--- config.mk ---
export PLATFORM = sky130hd
export DESIGN_NAME = eint_ctrl
export DESIGN_NICKNAME = d
export VERILOG_FILES = /design/src/rtl/eint_pkg.sv /design/src/rtl/eint_sync.sv /design/src/rtl/eint_sense.sv /design/src/rtl/eint_regs.sv /design/src/rtl/eint_prio.sv /design/src/rtl/eint_ctrl.sv
export SDC_FILE = /design/constraint.sdc
export NUM_CORES = 1
export LEC_CHECK = 0
export CORE_ASPECT_RATIO = 0.5
export CORE_MARGIN = 2
export CORE_UTILIZATION = 55
export DETAILED_ROUTE_END_ITERATION = 10
export PLACE_DENSITY = 0.8
export SLEW_MARGIN = 10
export SYNTH_ARGS = -nofsm -noshare
export SYNTH_HDL_FRONTEND = slang
export SYNTH_HIERARCHICAL = 1
export SYNTH_SLANG_ARGS = --single-unit
export TNS_END_PERCENT = 10
--- constraint.sdc ---
create_clock -name clk -period 2.05 [get_ports clk]
set_input_delay 0.3075 -clock clk [delete_from_list [all_inputs] [get_ports clk]]
set_output_delay 0.3075 -clock clk [all_outputs]
set_load 0.03 [all_outputs]
--- src/rtl/eint_pkg.sv ---
package eint_pkg;

    typedef enum logic [1:0] {
        SENSE_LOW  = 2'b00,
        SENSE_ANY  = 2'b01,
        SENSE_FALL = 2'b10,
        SENSE_RISE = 2'b11
    } sense_e;

endpackage

--- src/rtl/eint_sync.sv ---
module eint_sync #(
    parameter int NPIN   = 8,
    parameter int STAGES = 2
) (
    input  logic            clk,
    input  logic            rst_n,
    input  logic [NPIN-1:0] pins_i,
    output logic [NPIN-1:0] sync_o
);

    logic [NPIN-1:0] stage_d [STAGES];
    logic [NPIN-1:0] stage_q [STAGES];

    always_comb begin
        stage_d[0] = pins_i;
        for (int k = 1; k < STAGES; k++) begin
            stage_d[k] = stage_q[k-1];
        end
    end

    always_ff @(posedge clk or negedge rst_n) begin
        if (!rst_n) begin
            for (int k = 0; k < STAGES; k++) begin
                stage_q[k] <= '1;
            end
        end else begin
            for (int k = 0; k < STAGES; k++) begin
                stage_q[k] <= stage_d[k];
            end
        end
    end

    assign sync_o = stage_q[STAGES-1];

endmodule

--- src/rtl/eint_sense.sv ---
module eint_sense
    import eint_pkg::*;
#(
    parameter int NPIN = 8
) (
    input  logic [NPIN-1:0]   cur_i,
    input  logic [NPIN-1:0]   prev_i,
    input  logic [2*NPIN-1:0] sense_i,
    output logic [NPIN-1:0]   set_o,
    output logic [NPIN-1:0]   level_mode_o,
    output logic [NPIN-1:0]   level_req_o
);

    for (genvar i = 0; i < NPIN; i++) begin : g_pin
        sense_e mode;
        logic   rise;
        logic   fall;

        assign mode = sense_e'(sense_i[2*i+1 -: 2]);
        assign rise = cur_i[i] & ~prev_i[i];
        assign fall = ~cur_i[i] & prev_i[i];

        always_comb begin
            set_o[i]        = 1'b0;
            level_mode_o[i] = 1'b0;
            level_req_o[i]  = 1'b0;
            case (mode)
                SENSE_LOW: begin
                    level_mode_o[i] = 1'b1;
                    level_req_o[i]  = ~cur_i[i];
                end
                SENSE_ANY:  set_o[i] = rise | fall;
                SENSE_FALL: set_o[i] = fall;
                SENSE_RISE: set_o[i] = rise;
                default:    set_o[i] = 1'b0;
            endcase
        end
    end

endmodule

--- src/rtl/eint_regs.sv ---
module eint_regs #(
    parameter int               NPIN          = 8,
    parameter int               AW            = 8,
    parameter logic [AW-1:0]    ADDR_SENSE_LO = 8'h69,
    parameter logic [AW-1:0]    ADDR_SENSE_HI = 8'h6A,
    parameter logic [AW-1:0]    ADDR_MASK     = 8'h3D,
    parameter logic [AW-1:0]    ADDR_FLAG     = 8'h3C
) (
    input  logic              clk,
    input  logic              rst_n,
    input  logic              we_i,
    input  logic [AW-1:0]     addr_i,
    input  logic [NPIN-1:0]   wdata_i,
    output logic [NPIN-1:0]   rdata_o,
    input  logic [NPIN-1:0]   sync_i,
    input  logic [NPIN-1:0]   set_i,
    output logic [2*NPIN-1:0] sense_o,
    output logic [NPIN-1:0]   mask_o,
    output logic [NPIN-1:0]   flag_o,
    output logic [NPIN-1:0]   prev_o
);

    typedef struct packed {
        logic [2*NPIN-1:0] sense;
        logic [NPIN-1:0]   mask;
        logic [NPIN-1:0]   flag;
        logic [NPIN-1:0]   prev;
    } regs_t;

    regs_t           st_d;
    regs_t           st_q;
    logic [NPIN-1:0] clr;

    always_comb begin
        st_d      = st_q;
        clr       = '0;
        st_d.prev = sync_i;
        if (we_i) begin
            if (addr_i == ADDR_SENSE_LO) st_d.sense[NPIN-1:0]      = wdata_i;
            if (addr_i == ADDR_SENSE_HI) st_d.sense[2*NPIN-1:NPIN] = wdata_i;
            if (addr_i == ADDR_MASK)     st_d.mask                 = wdata_i;
            if (addr_i == ADDR_FLAG)     clr                       = wdata_i;
        end
        // a new event overrides a clear in the same cycle
        st_d.flag = (st_q.flag & ~clr) | set_i;
    end

    always_ff @(posedge clk or negedge rst_n) begin
        if (!rst_n) begin
            st_q <= '{sense: '0, mask: '0, flag: '0, prev: '1};
        end else begin
            st_q <= st_d;
        end
    end

    always_comb begin
        rdata_o = '0;
        if (addr_i == ADDR_SENSE_LO) rdata_o = st_q.sense[NPIN-1:0];
        if (addr_i == ADDR_SENSE_HI) rdata_o = st_q.sense[2*NPIN-1:NPIN];
        if (addr_i == ADDR_MASK)     rdata_o = st_q.mask;
        if (addr_i == ADDR_FLAG)     rdata_o = st_q.flag;
    end

    assign sense_o = st_q.sense;
    assign mask_o  = st_q.mask;
    assign flag_o  = st_q.flag;
    assign prev_o  = st_q.prev;

endmodule

--- src/rtl/eint_prio.sv ---
module eint_prio #(
    parameter int NPIN = 8,
    localparam int IW  = $clog2(NPIN)
) (
    input  logic [NPIN-1:0] req_i,
    output logic            valid_o,
    output logic [IW-1:0]   id_o
);

    always_comb begin
        valid_o = |req_i;
        id_o    = '0;
        for (int i = NPIN - 1; i >= 0; i--) begin
            if (req_i[i]) id_o = i[IW-1:0];
        end
    end

endmodule

--- src/rtl/eint_ctrl.sv ---
module eint_ctrl #(
    parameter int            NPIN          = 8,
    parameter int            SYNC_STAGES   = 2,
    parameter int            AW            = 8,
    parameter logic [AW-1:0] ADDR_SENSE_LO = 8'h69,
    parameter logic [AW-1:0] ADDR_SENSE_HI = 8'h6A,
    parameter logic [AW-1:0] ADDR_MASK     = 8'h3D,
    parameter logic [AW-1:0] ADDR_FLAG     = 8'h3C,
    localparam int           IW            = $clog2(NPIN)
) (
    input  logic            clk,
    input  logic            rst_n,
    input  logic [NPIN-1:0] pins_i,
    input  logic            gie_i,
    input  logic            bus_we_i,
    input  logic [AW-1:0]   bus_addr_i,
    input  logic [NPIN-1:0] bus_wdata_i,
    output logic [NPIN-1:0] bus_rdata_o,
    output logic            irq_o,
    output logic [IW-1:0]   irq_id_o,
    output logic            irq_valid_o
);

    logic [NPIN-1:0]   sync_w;
    logic [NPIN-1:0]   prev_w;
    logic [NPIN-1:0]   set_w;
    logic [NPIN-1:0]   lvl_mode_w;
    logic [NPIN-1:0]   lvl_req_w;
    logic [2*NPIN-1:0] sense_w;
    logic [NPIN-1:0]   mask_w;
    logic [NPIN-1:0]   flag_w;
    logic [NPIN-1:0]   pend_w;
    logic [NPIN-1:0]   req_w;

    eint_sync #(.NPIN(NPIN), .STAGES(SYNC_STAGES)) u_sync (
        .clk    (clk),
        .rst_n  (rst_n),
        .pins_i (pins_i),
        .sync_o (sync_w)
    );

    eint_sense #(.NPIN(NPIN)) u_sense (
        .cur_i        (sync_w),
        .prev_i       (prev_w),
        .sense_i      (sense_w),
        .set_o        (set_w),
        .level_mode_o (lvl_mode_w),
        .level_req_o  (lvl_req_w)
    );

    eint_regs #(
        .NPIN          (NPIN),
        .AW            (AW),
        .ADDR_SENSE_LO (ADDR_SENSE_LO),
        .ADDR_SENSE_HI (ADDR_SENSE_HI),
        .ADDR_MASK     (ADDR_MASK),
        .ADDR_FLAG     (ADDR_FLAG)
    ) u_regs (
        .clk     (clk),
        .rst_n   (rst_n),
        .we_i    (bus_we_i),
        .addr_i  (bus_addr_i),
        .wdata_i (bus_wdata_i),
        .rdata_o (bus_rdata_o),
        .sync_i  (sync_w),
        .set_i   (set_w),
        .sense_o (sense_w),
        .mask_o  (mask_w),
        .flag_o  (flag_w),
        .prev_o  (prev_w)
    );

    // level-mode pins follow the pin; edge-mode pins follow their flag
    assign pend_w = lvl_req_w | (flag_w & ~lvl_mode_w);
    assign req_w  = pend_w & mask_w & {NPIN{gie_i}};

    eint_prio #(.NPIN(NPIN)) u_prio (
        .req_i   (req_w),
        .valid_o (irq_valid_o),
        .id_o    (irq_id_o)
    );

    assign irq_o = |req_w;

endmodule

==> results.ini <==
[finish]
layout_commonest_cell = buf_4
layout.nets = 422
fillers = 348
syn2layout_area_growth_pct = 36.7
final_cell_mix = buf_4 (76), dfrtp_1 (32), clkdlybuf4s50_1 (25)
drive_above_1_share = 0.404
n_antenna_cell = 0
design_area_um2 = 4130
final_util = 0.765

[routing]
num_vias = 2552
route.detailed.drc = 0
drt_first_pass_iters = 4
initialDrtViolationCount = 97
routedWlPerCell_um = 16.8
wl_um = 7620
ant_nets = 0
via_per_inst = 5.65

[global_routing]
globalRouteTotalUtil = 0.267
grt_first_pass_wirelength_um = 12600
grt-ovfl-total = 0
grt_pass1_vias = 2661
grt_max_degree = 57
antenna_found_initial = 0

[die]
die_height_um = 56.4
start_util = 0.560
ioPinCount = 41
die_area_um2 = 6140
fp-row-count = 19
die_w_um = 109
core_area_um2 = 5400

[hold_path]
hold_path.class = reg2reg
min_path_cells = 0
min-delay-start = u_sync/stage_d[6]
hold_path_end = u_sync/sync_o[6]

[clock_network]
clk_pin_slew_ns = 0.10
cts_buffers = 5
clk_path_buf_depth = 2
cts.sinks = 56
cts_tree = built
htreeDepth = 2
clk_latency_ns = 0.30
root_buffer = clkbuf_8

[logic_synthesis]
syn_inst = 272
avgSynthCellArea_um2 = 11.1
ys_types = 41
synth_fp_nets = 316
yosysSeqAreaShare = 0.474
yosysTopAreaCell = dfrtp_1
syn_area_um2 = 3020
yosysWarnings = 6
synth_area_leaders = dfrtp_1 (27%), dfstp_2 (21%), mux2_2 (8.9%)
synth_top_area_share = 0.265
ys_seq_elements = 56

[timing]
rsz0062_at_grt = yes
worstMarginPinSlew_ns = 0.437
hold_violations = 0
fin_skew_ns = 0.00611
slew_headroom = 0.708
post-route-period-util = 1.17
finalSetupViolCount = 13
drv_slew = 0
fmax_mhz = 418
whs_ns = 0.361
final.min_clock_period_ns = 2.39
finalSetupTns_ns = -3.03
layout_setup_ws_ns = -0.345

[critical_path]
worstSetupPathType = reg2out
regToRegStartpoint = u_sync/sync_o[0]
worstPathRequired_ns = 1.74
worstPathArrival_ns = 2.09
cp_max_fo = 2
cp-start-kind = flip-flop
reg2reg_depth = 6
cp-end-kind = primary output
r2r_setup_slack_ns = 0.41
r2r_end = u_regs/flag_o[0]

[pwr]
leakagePower_nw = 2.05
ir_drop_uv = 407
powerDensity_nw_per_um2 = 620

[placement]
dpl_cell_area_um2 = 3910
post-place-ws_ns = -0.744
gp_congestion = 0.866
port_buffers = 40
dpl.hpwl_um = 5400

[job]
maxCapViolations = 0

[run_status]
violations = negative setup slack
outcome = complete, but fails checks

[through the flow]
| step | power [W] | std cells |
|---|---|---|
| 2_1_floorplan | 0.00159 | 272 |
| 3_3_place_gp | 0.00188 | 436 |
| 3_5_place_dp | 0.00191 | 436 |
| 4_1_cts | 0.00257 | 451 |
| 5_1_grt | 0.00269 | 452 |
| 6_report | 0.00256 | 452 |
[report_power, final]
group          internal, W  total, W  switching (W)
Clock             0.000276  0.000629       0.000353
Sequential         0.00124   0.00132      0.0000793
Combinational     0.000349  0.000607       0.000259
[worst max-delay path, cell delays in order, from the launching register on]
cell and delay, ns:
dfrtp_1 0.39, nor2_1 0.13, nor2b_1 0.07, o211a_1 0.24
a2111o_1 0.38, or4_4 0.42, buf_6 0.15
[synthesized netlist by cell type]
library cell,n
o211a_1,3
a21o_1,9
nor2b_1,20
or3b_4,1
o21ai_0,1
inv_1,22
nand4_1,8
nor4bb_1,1
a22o_1,1
or3_2,1
nand3b_1,1
mux2i_1,10
a21boi_0,1
nand2_1,6
o41ai_1,1
ha_1,16
and3b_1,1
nor3_1,8
dfstp_2,24
a21oi_1,5
dfrtp_1,32
a32o_1,6
a22oi_1,8
nor4_4,1
and3b_2,2
mux2_1,1
and2_1,3
and3_1,1
mux2_2,24
clkbuf_1,4
nand2b_1,13
o22ai_1,9
o21bai_1,1
buf_1,1
buf_2,4
nand3_1,1
a2111o_1,1
nor2_1,16
buf_6,2
or4_1,1
nor4_2,1
[how the worst max path moves through the flow]
stage,start,end,slack [ns]
3_5_place_dp,gie_i,irq_o,-0.74
3_3_place_gp,gie_i,irq_o,-0.71
4_1_cts,u_sync/sync_o[1],irq_o,-0.34
2_1_floorplan,bus_addr_i[4],bus_rdata_o[0],-0.09
6_report,u_regs/sense_o[2],irq_o,-0.34
5_1_grt,u_regs/sense_o[3],irq_o,-0.42
[timing repair]
action                                  4_1_cts  5_1_grt
pin swaps                                    10        1
hold buffers                                  1        0
setup buffers                                 6        1
endpoints found under the setup margin       13       13
hold endpoints to repair                     16        0
resized for setup                            21        1
[cell type report]
type / count / area [µm²] / share of cell area
Multi-Input combinational cell: 183 / 1500 / 0.363
Sequential cell: 56 / 1430 / 0.347
Timing Repair Buffer: 110 / 930 / 0.225
Tap cell: 73 / 91.3 / 0.0221
Clock buffer: 7 / 86.3 / 0.0209
Inverter: 22 / 82.6 / 0.0200
Clock inverter: 1 / 7.51 / 0.00182
[registers in the layout (all words and copies together), names as in the netlist]
signal	count
u_regs/sense_o	16
u_sync/stage_d	8
u_regs/mask_o	8
u_sync/sync_o	8
u_regs/flag_o	8
u_regs/prev_o	8
[cells by family (layout without fill, tap and decap cells)]
kind of cell | after synthesis | in the layout | share of synthesized area
buffers and inverters | 33 | 140 | 0.0476
DFF | 56 | 56 | 0.474
and+or+nand+nor | 86 | 86 | 0.171
adders and majority gates | 16 | 16 | 0.0663
muxes | 35 | 35 | 0.126
AOI/OAI and AO/OA | 46 | 46 | 0.115
[routing by layer]
metal | share of wire | vias to the layer above | global-route usage | wire length (µm)
li1 | - | 1178 | - | -
met1 | 0.45 | 1306 | 0.339 | 3430
met2 | 0.50 | 61 | 0.471 | 3790
met3 | 0.044 | 7 | 0.0546 | 335
met4 | 0.0080 | 0 | 0.0659 | 61
met5 | 0 | - | 0 | 0
No activity file was read; power rests on OpenSTA's default activity.
